## src/rtl/tmr_pkg.sv

```systemverilog
package tmr_pkg;
  // control word bit positions
  localparam int CB_EN   = 0;
  localparam int CB_RL   = 1;
  localparam int CB_LD   = 2;
  localparam int CB_IE   = 3;
  localparam int CB_PEND = 4;

  // word offsets in the global slot
  localparam logic [1:0] GW_PSC  = 2'd0;
  localparam logic [1:0] GW_PRLD = 2'd1;
  localparam logic [1:0] GW_CFG  = 2'd2;

  // word offsets in a channel slot
  localparam logic [1:0] CW_VAL = 2'd0;
  localparam logic [1:0] CW_RLD = 2'd1;
  localparam logic [1:0] CW_CTL = 2'd2;

  typedef struct packed {
    logic pend;
    logic ie;
    logic rl;
    logic en;
  } chan_ctl_t;
endpackage

```

## src/rtl/tmr_prescaler.sv

```systemverilog
module tmr_prescaler #(
  parameter int PW = 32
) (
  input  logic          clk,
  input  logic          rst,
  input  logic          val_we_i,
  input  logic          rld_we_i,
  input  logic [PW-1:0] wdata_i,
  output logic [PW-1:0] val_o,
  output logic [PW-1:0] rld_o,
  output logic          tick_o
);
  logic [PW-1:0] val_q;
  logic [PW-1:0] rld_q;

  // a bus write to the count replaces the tick of that cycle
  assign tick_o = (val_q == '0) && !val_we_i;

  always_ff @(posedge clk) begin
    if (rst) begin
      val_q <= '0;
      rld_q <= '0;
    end else begin
      if (rld_we_i) rld_q <= wdata_i;
      if (val_we_i)      val_q <= wdata_i;
      else if (tick_o)   val_q <= rld_q;
      else               val_q <= val_q - 1'b1;
    end
  end

  assign val_o = val_q;
  assign rld_o = rld_q;
endmodule

```

## src/rtl/tmr_channel.sv

```systemverilog
module tmr_channel
  import tmr_pkg::*;
#(
  parameter int CW = 32
) (
  input  logic          clk,
  input  logic          rst,
  input  logic          tick_i,
  input  logic          val_we_i,
  input  logic          rld_we_i,
  input  logic          ctl_we_i,
  input  logic [CW-1:0] wdata_i,
  output logic [CW-1:0] cnt_o,
  output logic [CW-1:0] rld_o,
  output chan_ctl_t     ctl_o,
  output logic          irq_req_o
);
  logic [CW-1:0] cnt_q;
  logic [CW-1:0] rld_q;
  chan_ctl_t     ctl_q;
  logic          step;
  logic          at_zero;

  assign at_zero   = (cnt_q == '0);
  assign step      = tick_i && ctl_q.en && !val_we_i && !ctl_we_i;
  assign irq_req_o = step && at_zero && ctl_q.ie;

  always_ff @(posedge clk) begin
    if (rst) begin
      cnt_q <= '0;
      rld_q <= '0;
      ctl_q <= '0;
    end else begin
      if (rld_we_i) rld_q <= wdata_i;
      if (ctl_we_i) begin
        ctl_q.en   <= wdata_i[CB_EN];
        ctl_q.rl   <= wdata_i[CB_RL];
        ctl_q.ie   <= wdata_i[CB_IE];
        ctl_q.pend <= ctl_q.pend && !wdata_i[CB_PEND];
        if (wdata_i[CB_LD]) cnt_q <= rld_q;
      end else if (val_we_i) begin
        cnt_q <= wdata_i;
      end else if (step) begin
        if (at_zero) begin
          if (ctl_q.rl) cnt_q    <= rld_q;
          else          ctl_q.en <= 1'b0;
          if (ctl_q.ie) ctl_q.pend <= 1'b1;
        end else begin
          cnt_q <= cnt_q - 1'b1;
        end
      end
    end
  end

  assign cnt_o = cnt_q;
  assign rld_o = rld_q;
  assign ctl_o = ctl_q;
endmodule

```

## src/rtl/tmr_irq_route.sv

```systemverilog
module tmr_irq_route #(
  parameter int N_TMR    = 4,
  parameter int IRQW     = 16,
  parameter int IRQ_BASE = 3,
  parameter int SEP_IRQ  = 1
) (
  input  logic             clk,
  input  logic             rst,
  input  logic [N_TMR-1:0] req_i,
  output logic [IRQW-1:0]  irq_o
);
  logic [IRQW-1:0] line_d;
  logic [IRQW-1:0] line_q;

  generate
    if (SEP_IRQ != 0) begin : g_sep
      always_comb begin
        line_d = '0;
        for (int i = 0; i < N_TMR; i++) line_d[IRQ_BASE+i] = req_i[i];
      end
    end else begin : g_shared
      always_comb begin
        line_d = '0;
        line_d[IRQ_BASE] = |req_i;
      end
    end
  endgenerate

  always_ff @(posedge clk) begin
    if (rst) line_q <= '0;
    else     line_q <= line_d;
  end

  assign irq_o = line_q;
endmodule

```

## src/rtl/tick_timer_bank.sv

```systemverilog
module tick_timer_bank
  import tmr_pkg::*;
#(
  parameter int N_TMR    = 4,
  parameter int DW       = 32,
  parameter int CW       = 32,
  parameter int PW       = 32,
  parameter int AW       = 6,
  parameter int IRQW     = 16,
  parameter int IRQ_BASE = 3,
  parameter int SEP_IRQ  = 1
) (
  input  logic          clk,
  input  logic          rst,
  input  logic          bus_req,
  input  logic          bus_we,
  input  logic [AW-1:0] bus_addr,
  input  logic [DW-1:0] bus_wdata,
  output logic [DW-1:0] bus_rdata,
  output logic [IRQW-1:0] irq_o
);
  localparam int SW = AW - 2;
  localparam logic [DW-1:0] CFG_WORD =
    (DW'(SEP_IRQ != 0) << 8) | (DW'(IRQ_BASE) << 3) | DW'(N_TMR % 8);

  logic          wr;
  logic          rd;
  logic [SW-1:0] slot;
  logic [1:0]    sub;
  logic          glob;

  assign wr   = bus_req && bus_we;
  assign rd   = bus_req && !bus_we;
  assign slot = bus_addr[AW-1:2];
  assign sub  = bus_addr[1:0];
  assign glob = (slot == '0);

  logic          psc_val_we;
  logic          psc_rld_we;
  logic [PW-1:0] psc_val;
  logic [PW-1:0] psc_rld;
  logic          tick;

  assign psc_val_we = wr && glob && (sub == GW_PSC);
  assign psc_rld_we = wr && glob && (sub == GW_PRLD);

  tmr_prescaler #(.PW(PW)) psc_i (
    .clk      (clk),
    .rst      (rst),
    .val_we_i (psc_val_we),
    .rld_we_i (psc_rld_we),
    .wdata_i  (bus_wdata[PW-1:0]),
    .val_o    (psc_val),
    .rld_o    (psc_rld),
    .tick_o   (tick)
  );

  logic [CW-1:0]       cnt_a [N_TMR];
  logic [CW-1:0]       rld_a [N_TMR];
  chan_ctl_t           ctl_a [N_TMR];
  logic [N_TMR-1:0]    irq_req;
  logic [N_TMR-1:0]    en_v;
  logic [N_TMR-1:0]    ie_v;
  logic [N_TMR-1:0]    pend_v;
  logic [N_TMR*CW-1:0] cnt_flat;

  generate
    for (genvar i = 0; i < N_TMR; i++) begin : g_ch
      logic hit;
      assign hit = wr && (slot == SW'(i + 1));

      tmr_channel #(.CW(CW)) ch_i (
        .clk       (clk),
        .rst       (rst),
        .tick_i    (tick),
        .val_we_i  (hit && (sub == CW_VAL)),
        .rld_we_i  (hit && (sub == CW_RLD)),
        .ctl_we_i  (hit && (sub == CW_CTL)),
        .wdata_i   (bus_wdata[CW-1:0]),
        .cnt_o     (cnt_a[i]),
        .rld_o     (rld_a[i]),
        .ctl_o     (ctl_a[i]),
        .irq_req_o (irq_req[i])
      );

      assign en_v[i]   = ctl_a[i].en;
      assign ie_v[i]   = ctl_a[i].ie;
      assign pend_v[i] = ctl_a[i].pend;
      assign cnt_flat[i*CW +: CW] = cnt_a[i];
    end
  endgenerate

  tmr_irq_route #(
    .N_TMR    (N_TMR),
    .IRQW     (IRQW),
    .IRQ_BASE (IRQ_BASE),
    .SEP_IRQ  (SEP_IRQ)
  ) route_i (
    .clk   (clk),
    .rst   (rst),
    .req_i (irq_req),
    .irq_o (irq_o)
  );

  // read path
  logic [DW-1:0] rd_mux;
  logic [DW-1:0] rdata_q;

  always_comb begin
    rd_mux = '0;
    if (glob) begin
      case (sub)
        GW_PSC:  rd_mux = DW'(psc_val);
        GW_PRLD: rd_mux = DW'(psc_rld);
        GW_CFG:  rd_mux = CFG_WORD;
        default: rd_mux = '0;
      endcase
    end else begin
      for (int i = 0; i < N_TMR; i++) begin
        if (slot == SW'(i + 1)) begin
          case (sub)
            CW_VAL:  rd_mux = DW'(cnt_a[i]);
            CW_RLD:  rd_mux = DW'(rld_a[i]);
            CW_CTL:  rd_mux = DW'({ctl_a[i].pend, ctl_a[i].ie, 1'b0,
                                   ctl_a[i].rl, ctl_a[i].en});
            default: rd_mux = '0;
          endcase
        end
      end
    end
  end

  always_ff @(posedge clk) begin
    if (rst)     rdata_q <= '0;
    else if (rd) rdata_q <= rd_mux;
  end

  assign bus_rdata = rdata_q;
endmodule

```

## config.mk

```make
export PLATFORM = sky130hd
export DESIGN_NAME = tick_timer_bank
export DESIGN_NICKNAME = d
export VERILOG_FILES = /design/src/rtl/tmr_pkg.sv /design/src/rtl/tmr_prescaler.sv /design/src/rtl/tmr_channel.sv /design/src/rtl/tmr_irq_route.sv /design/src/rtl/tick_timer_bank.sv
export SDC_FILE = /design/constraint.sdc
export NUM_CORES = 1
export LEC_CHECK = 0
export ABC_CLOCK_PERIOD_IN_PS = 4150
export BUFFER_PORTS_ARGS = -buffer_cell sky130_fd_sc_hd__buf_4
export CAP_MARGIN = 10
export CORE_MARGIN = 8
export CORE_UTILIZATION = 40
export CTS_CLUSTER_DIAMETER = 40
export DETAILED_ROUTE_END_ITERATION = 8
export SYNTH_ARGS = -nofsm -noshare
export SYNTH_HDL_FRONTEND = slang
export SYNTH_SLANG_ARGS = --single-unit
```

## constraint.sdc

```tcl
create_clock -name clk -period 4.15 [get_ports clk]
set_clock_uncertainty 0.05 [all_clocks]
set_input_delay 0.6225 -clock clk [delete_from_list [all_inputs] [get_ports clk]]
set_output_delay 0.6225 -clock clk [all_outputs]
set_load 0.01 [all_outputs]
```

==> impl_metrics.csv, run 1 <==
group,metric,value,unit
pwr,ir_drop,0.282,mV
global_routing,grt.busiest_layer,"met2",
timing,hold_ws,0.345,ns
yosys,synthArstFlopShare,0,%
worst_setup_path,crit_start,"g_ch[1].ch_i.cnt_o[8]",
placed_design,port_buffers,77,
clocking,clock_latency,0.60,ns
clocking,cts_hold_buf,0,
timing,timing.final.ws_setup,0.520,ns
floorplanning,coreArea,53500,µm²
timing,period_minus_slack,3.63,ns
worst_setup_path,crit_slowest_cell,"or4_1",
timing,finalSetupViolCount,0,
global_routing,grtUsageMet3,6.55,%
clocking,cts_sinks,372,
clocking,cts_resized,0,
pwr,leakagePower,9.01,nW
placed_design,pre_cts_ws,0.450,ns
floorplanning,dieArea,61500,µm²
route,routed_wl,94900,µm
worst_setup_path,crit_path_start_kind,"flip-flop",
worst_setup_path,crit_chain,"or4_4, or4_1, or4_1, o2111ai_2, a21boi_4, o21ai_0, o22ai_1",
timing,worstMarginPinSlew,1.29,ns
timing,max_freq,275,MHz
placed_design,place_hpwl,65300,µm
global_routing,grt_pass1_wl,139000,µm
worst_setup_path,r2r_start,"g_ch[1].ch_i.cnt_o[8]",
global_routing,grt.met2_usage,42.4,%
route,first_iter_violations,2965,
global_routing,grt_max_degree,96,
yosys,synthCells,2898,
yosys,yosysWarnings,0,
cells_and_area,fin_nets,2937,
route,via_per_inst,6.40,
timing,rsz0062_at_grt,"false",
yosys,synth_seq_cells,372,
global_routing,track_usage,29.9,%
clocking,clk_path_buf_depth,3,
clocking,post_cts_buffers,0,
floorplanning,initial_core_util,40.2,%
floorplanning,io_pins,90,
clocking,cts_buffers,72,
floorplanning,die_y,248,µm
worst_setup_path,cpPeakStageDelay,0.68,ns
cells_and_area,drive_gt1_share,12.2,%
worst_setup_path,cp_max_fo,16,
timing,slew_headroom,13.8,%
clocking,cts_tree,"done",
route,wire_per_inst,26.1,µm
worst_setup_path,cp_data_arrival_time,4.08,ns
floorplanning,fp-row-count,85,
route,drc,0,
clocking,clk_pin_slew,0.06,ns
timing,hold_viol,0,
timing,slew_viol_final,0,
run,drv_cap,0,
route,route.vias.total,23200,
placed_design,place_area,22800,µm²
cells_and_area,postLayoutCellArea,25300,µm²
placed_design,gp_congestion,0.989,
worst_hold_path,worstHoldPathType,"in2reg",
worst_setup_path,crit_type,"reg2reg",
route,ant_nets,0,
route,dr.pass1.iters,7,
status,status,"finished clean",
worst_setup_path,critPathRequiredTime,4.60,ns
clocking,htreeDepth,3,
clocking,cts_root_buf,"clkbuf_16",
yosys,synth_edf_count,0,
worst_setup_path,cp_common_cell,"or4_1",
pwr,powerDensity,473,nW/µm²
yosys,synth-seq-area-share,34.6,%
yosys,synthFlopType,"dfxtp_1",
pwr,finalPower,12.0,mW
cells_and_area,diodes,0,
yosys,syn-cell-area,21500,µm²
yosys,ys_types,81,
cells_and_area,area_delta_synth_final,17.5,%
timing,tns,0,ns
yosys,syn-mean-instance-area,7.43,µm²
floorplanning,die_width,248,µm
worst_setup_path,worstSetupEndpointType,"flip-flop",
global_routing,grt_pass1_vias,21100,
worst_hold_path,min_from,"bus_wdata[4]",
global_routing,met1_usage,42.2,%
global_routing,grt_remaining_overflow,0,
timing,fin_crit_sh,87.5,%
global_routing,antenna_found_initial,3,
layer usage:
layer	vias up	share of wire (%)
met2	1248	41
met4	4	4.8
met5	-	0.028
met1	11300	43
met3	158	11
li1	10600	-
layout make-up:
type,count,area (µm²)
clock buffers,88,1950
clock inverters,39,517
fillers,5249,28200
inverters,32,120
multi-input cells,2233,13000
flip-flops and latches,372,7450
well taps,696,871
repair buffers,174,1400
synthesized netlist by cell type, types with 34 or more instances:
cell type | n | area, µm²
a221oi_1 | 59 | 517
nor3_1 | 112 | 561
nand2b_1 | 34 | 213
xnor2_1 | 35 | 307
o21ai_0 | 135 | 676
nand3_1 | 49 | 245
o221ai_1 | 51 | 447
a21oi_1 | 312 | 1560
clkbuf_1 | 219 | 822
nand2_1 | 490 | 1840
a211oi_1 | 65 | 488
o22ai_1 | 58 | 363
mux2i_1 | 114 | 1140
nor2_1 | 264 | 991
nor4_1 | 58 | 363
dfxtp_1 | 372 | 7450
flip-flops by register name, summed over array words and instances, names as in the netlist:
| register | flops |
|---|---|
| psc_i.val_o | 32 |
| g_ch.ch_i.ctl_o | 16 |
| g_ch.ch_i.cnt_o | 128 |
| g_ch.ch_i.rld_o | 128 |
| bus_rdata | 32 |
| route_i.irq_o | 4 |
| psc_i.rld_o | 32 |
cells in the final DEF, fill, tap and decap left out, types with 27 or more instances in the layout:
master       n
xnor2_1     35
or3_1       30
inv_1       31
xor2_1      30
a21oi_1    311
o211ai_1    27
nand2_1    490
o221ai_1    51
clkbuf_16   73
dfxtp_1    372
nand3_1     49
a221oi_1    59
o22ai_1     58
nor2_1     259
o21ai_0    135
mux2i_1    114
a211oi_1    65
nor3_1     109
buf_4      165
nand2b_1    34
or4_1       33
nor4_1      58
where the power goes:
group          switching [mW]  total (mW)  internal (mW)
clock network            2.11        6.05           3.94
logic                    1.33        2.09          0.760
registers               0.137        3.83           3.69
path summary, 6_finish.rpt:
kind	endpoint	slack, ns	depth (start not counted)
worst max register to register	g_ch[1].ch_i.cnt_o[22]	0.52	7
worst min register to register	bus_rdata[8]	0.41	2
worst min-delay path	g_ch[2].ch_i.rld_o[4]	0.35	3
worst max-delay path	g_ch[1].ch_i.cnt_o[22]	0.52	7
worst max-delay path: cells and delay by family (launching register included):
family,cells,cell delay (ns)
flops,1,0.39
compound gates,4,1.14
simple gates,3,1.94
cells by family after synthesis:
logic type	Yosys count	share of synthesized area, %
AND/OR/NAND/NOR	1173	25.4
AO/OA/AOI/OAI	850	25.3
flip-flops	372	34.6
buffers and inverters	304	5.72
multiplexers	123	5.77
XOR/XNOR	65	2.65
adder cells (fa/ha/maj)	10	0.581
other	1	0.0174
metrics by stage:
step / cells / util [%]
2_1_floorplan: 2909 / -
3_5_place_dp: 3506 / 42.6
5_1_grt: 3634 / 47.3
3_3_place_gp: 3506 / 42.6
6_report: 3634 / 47.3
4_1_cts: 3633 / 47.2
Note: power is estimated with default switching activity, not from simulation.
==> run 2: changes to the inputs <==
Settings changed: ABC_CLOCK_PERIOD_IN_PS 4150 to 3600, CORE_ASPECT_RATIO set to 0.9.
Clock period 4.15 ns to 3.6 ns, I/O delays scaled along.
==> run 2 against run 1 <==
  * Critical path depth unchanged
  * First-iteration DRC count up 16%
  * Clock power up 18%
  * Wire length up 5.3%
  * Final cell count up 1.1%
  * Utilization up 1.1 points
  * Sequential cell count unchanged
  * Worst setup slack worse by 0.34 ns
  * Global-route usage up 1.3 points
  * Non-clock buffer count up 35
  * Register-to-register slack worse by 0.34 ns
  * Via count up 2.1%
  * Critical path type unchanged
  * Largest cell class unchanged
==> impl_metrics.csv, run 2 (synthesis gave the netlist of run 1 again) <==
group,metric,value,unit
placed_design,gp_congestion,1.01,
floorplanning,fp-row-count,80,
route,wire_per_inst,27.2,µm
pwr,powerDensity,550,nW/µm²
worst_setup_path,worstSetupEndpointType,"flip-flop",
cells_and_area,final_cell_mix,"490 x nand2_1, 372 x dfxtp_1, 311 x a21oi_1",
pwr,ir_drop,0.478,mV
timing,period_minus_slack,3.42,ns
floorplanning,coreArea,53100,µm²
placed_design,port_buffers,77,
placed_design,place_hpwl,69500,µm
global_routing,grt_max_degree,83,
clocking,cts_tree,"done",
worst_setup_path,regToRegEndpoint,"g_ch[3].ch_i.cnt_o[28]",
route,route.vias.total,23700,
route,dr.pass1.iters,6,
route,ant_nets,0,
floorplanning,die_y,236,µm
global_routing,antenna_found_initial,5,
floorplanning,initial_core_util,40.6,%
floorplanning,dieArea,61500,µm²
floorplanning,die_width,261,µm
clocking,clock_latency,0.61,ns
cells_and_area,area_delta_synth_final,19.2,%
worst_setup_path,crit_path_start_kind,"flip-flop",
worst_setup_path,reg2regPathDepth,7,
worst_setup_path,critPathRequiredTime,4.01,ns
worst_setup_path,r2r_setup_slack,0.18,ns
global_routing,grt_pass1_wl,146000,µm
cells_and_area,drive_gt1_share,13.4,%
pwr,finalPower,14.1,mW
cells_and_area,postLayoutCellArea,25700,µm²
cells_and_area,regArea,7450,µm²
clocking,cts_sinks,372,
cells_and_area,fill_cells,5215,
cells_and_area,multiInputGateArea,13000,µm²
timing,hold_viol,0,
run,drv_cap,0,
timing,max_freq,293,MHz
placed_design,place_area,23100,µm²
clocking,htreeDepth,3,
cells_and_area,fin_util,48.4,%
cells_and_area,final_common_cell,"nand2_1",
route,via_per_inst,6.46,
clocking,cts_root_buf,"clkbuf_16",
route,routed_wl,99900,µm
worst_setup_path,crit_start,"g_ch[3].ch_i.cnt_o[18]",
pwr,leakagePower,9.23,nW
global_routing,grt_pass1_vias,21600,
worst_setup_path,crit_type,"reg2reg",
worst_hold_path,worstHoldPathType,"in2reg",
timing,worstMarginPinSlew,1.25,ns
global_routing,track_usage,31.2,%
timing,rsz0062_at_grt,"false",
clocking,clk_pin_slew,0.05,ns
timing,finalSetupViolCount,0,
timing,slew_viol_final,0,
worst_setup_path,cp-endpoint,"g_ch[3].ch_i.cnt_o[28]",
timing,tns,0,ns
worst_setup_path,r2r_start,"g_ch[3].ch_i.cnt_o[18]",
clocking,clk_path_buf_depth,3,
global_routing,grt_remaining_overflow,0,
cells_and_area,fin_nets,2971,
clocking,cts_buffers,71,
timing,fin_crit_sh,94.9,%
timing,slew_headroom,16.7,%
route,drc,0,
floorplanning,io_pins,90,
worst_setup_path,cp_max_fo,9,
status,status,"finished clean",
worst_setup_path,cp_data_arrival_time,3.83,ns
route,first_iter_violations,3445,
==> run 2: cell count changes in the layout (fill, tap and decap cells not counted), moves of 2 or more <==
| cell | before | now |
|---|---|---|
| buf_12 | 6 | 8 |
| buf_4 | 165 | 199 |
| clkbuf_1 | 8 | 5 |
| clkbuf_16 | 73 | 75 |
| clkbuf_8 | 7 | 9 |
| clkinv_2 | 4 | 6 |
| clkinv_8 | 0 | 2 |
| diode_2 | 0 | 2 |
| inv_6 | 14 | 12 |
==> run 2: critical path: stages (launching register included) <==
cell and delay [ns]:
dfxtp_1 0.36, or4_1 0.60, or4_1 0.51, or4_1 0.66
nand2_1 0.41, nor2_1 0.10, a221oi_1 0.41, o32ai_1 0.17
==> run 2: metal layers <==
metal  up-vias  share of wire [%]  global-route usage (%)
met2      1479                 40                    41.9
met3       243                 12                    8.53
met1     11400                 43                    44.4
met4         4                5.8                    16.1
met5         -              0.024                       0
li1      10600                  -                       -
==> run 2: worst min path at each step <==
stage          cells past startpoint                endpoint                   start
2_1_floorplan                      2  g_ch[1].ch_i.rld_o[15]  g_ch[1].ch_i.rld_o[15]
3_3_place_gp                       2            bus_rdata[2]            bus_rdata[2]
3_5_place_dp                       2            bus_rdata[2]            bus_rdata[2]
4_1_cts                            3  g_ch[2].ch_i.rld_o[16]           bus_wdata[16]
5_1_grt                            3         psc_i.rld_o[31]           bus_wdata[31]
6_report                           3  g_ch[2].ch_i.rld_o[16]           bus_wdata[16]
==> run 2: timing repair <==
item | 4_1_cts | 5_1_grt
setup endpoints to repair | 0 | 13
gates resized for setup | 0 | 1
buffers inserted | 0 | 0
endpoints found under the hold margin | 0 | 0
hold buffers | 0 | 0
==> run 2: cell type report <==
class,count,share of cell area [%]
diodes,2,0.0195
clock buffers,89,7.87
repair buffers,209,6.55
multi-input cells,2233,50.6
inverters,32,0.468
clock inverters,39,2.05
flip-flops and latches,372,29.0
well taps,697,3.40
==> run 2: report_power, final <==
part / leakage, nW / switching, mW / internal, mW
clock: 1.24 / 2.48 / 4.67
sequential: 3.01 / 0.162 / 4.26
combinational: 4.99 / 1.61 / 0.917
total: 9.23 / 4.26 / 9.84
==> run 2: metrics by stage <==
step	std cells	setup WS (ns)	hold slack, ns
global placement	3543	0.109	0.405
detailed placement	3543	0.0402	0.406
global route	3671	0.0263	0.252
finish	3673	0.184	0.262
floorplan	2909	0.637	0.393
CTS	3671	0.0345	0.230
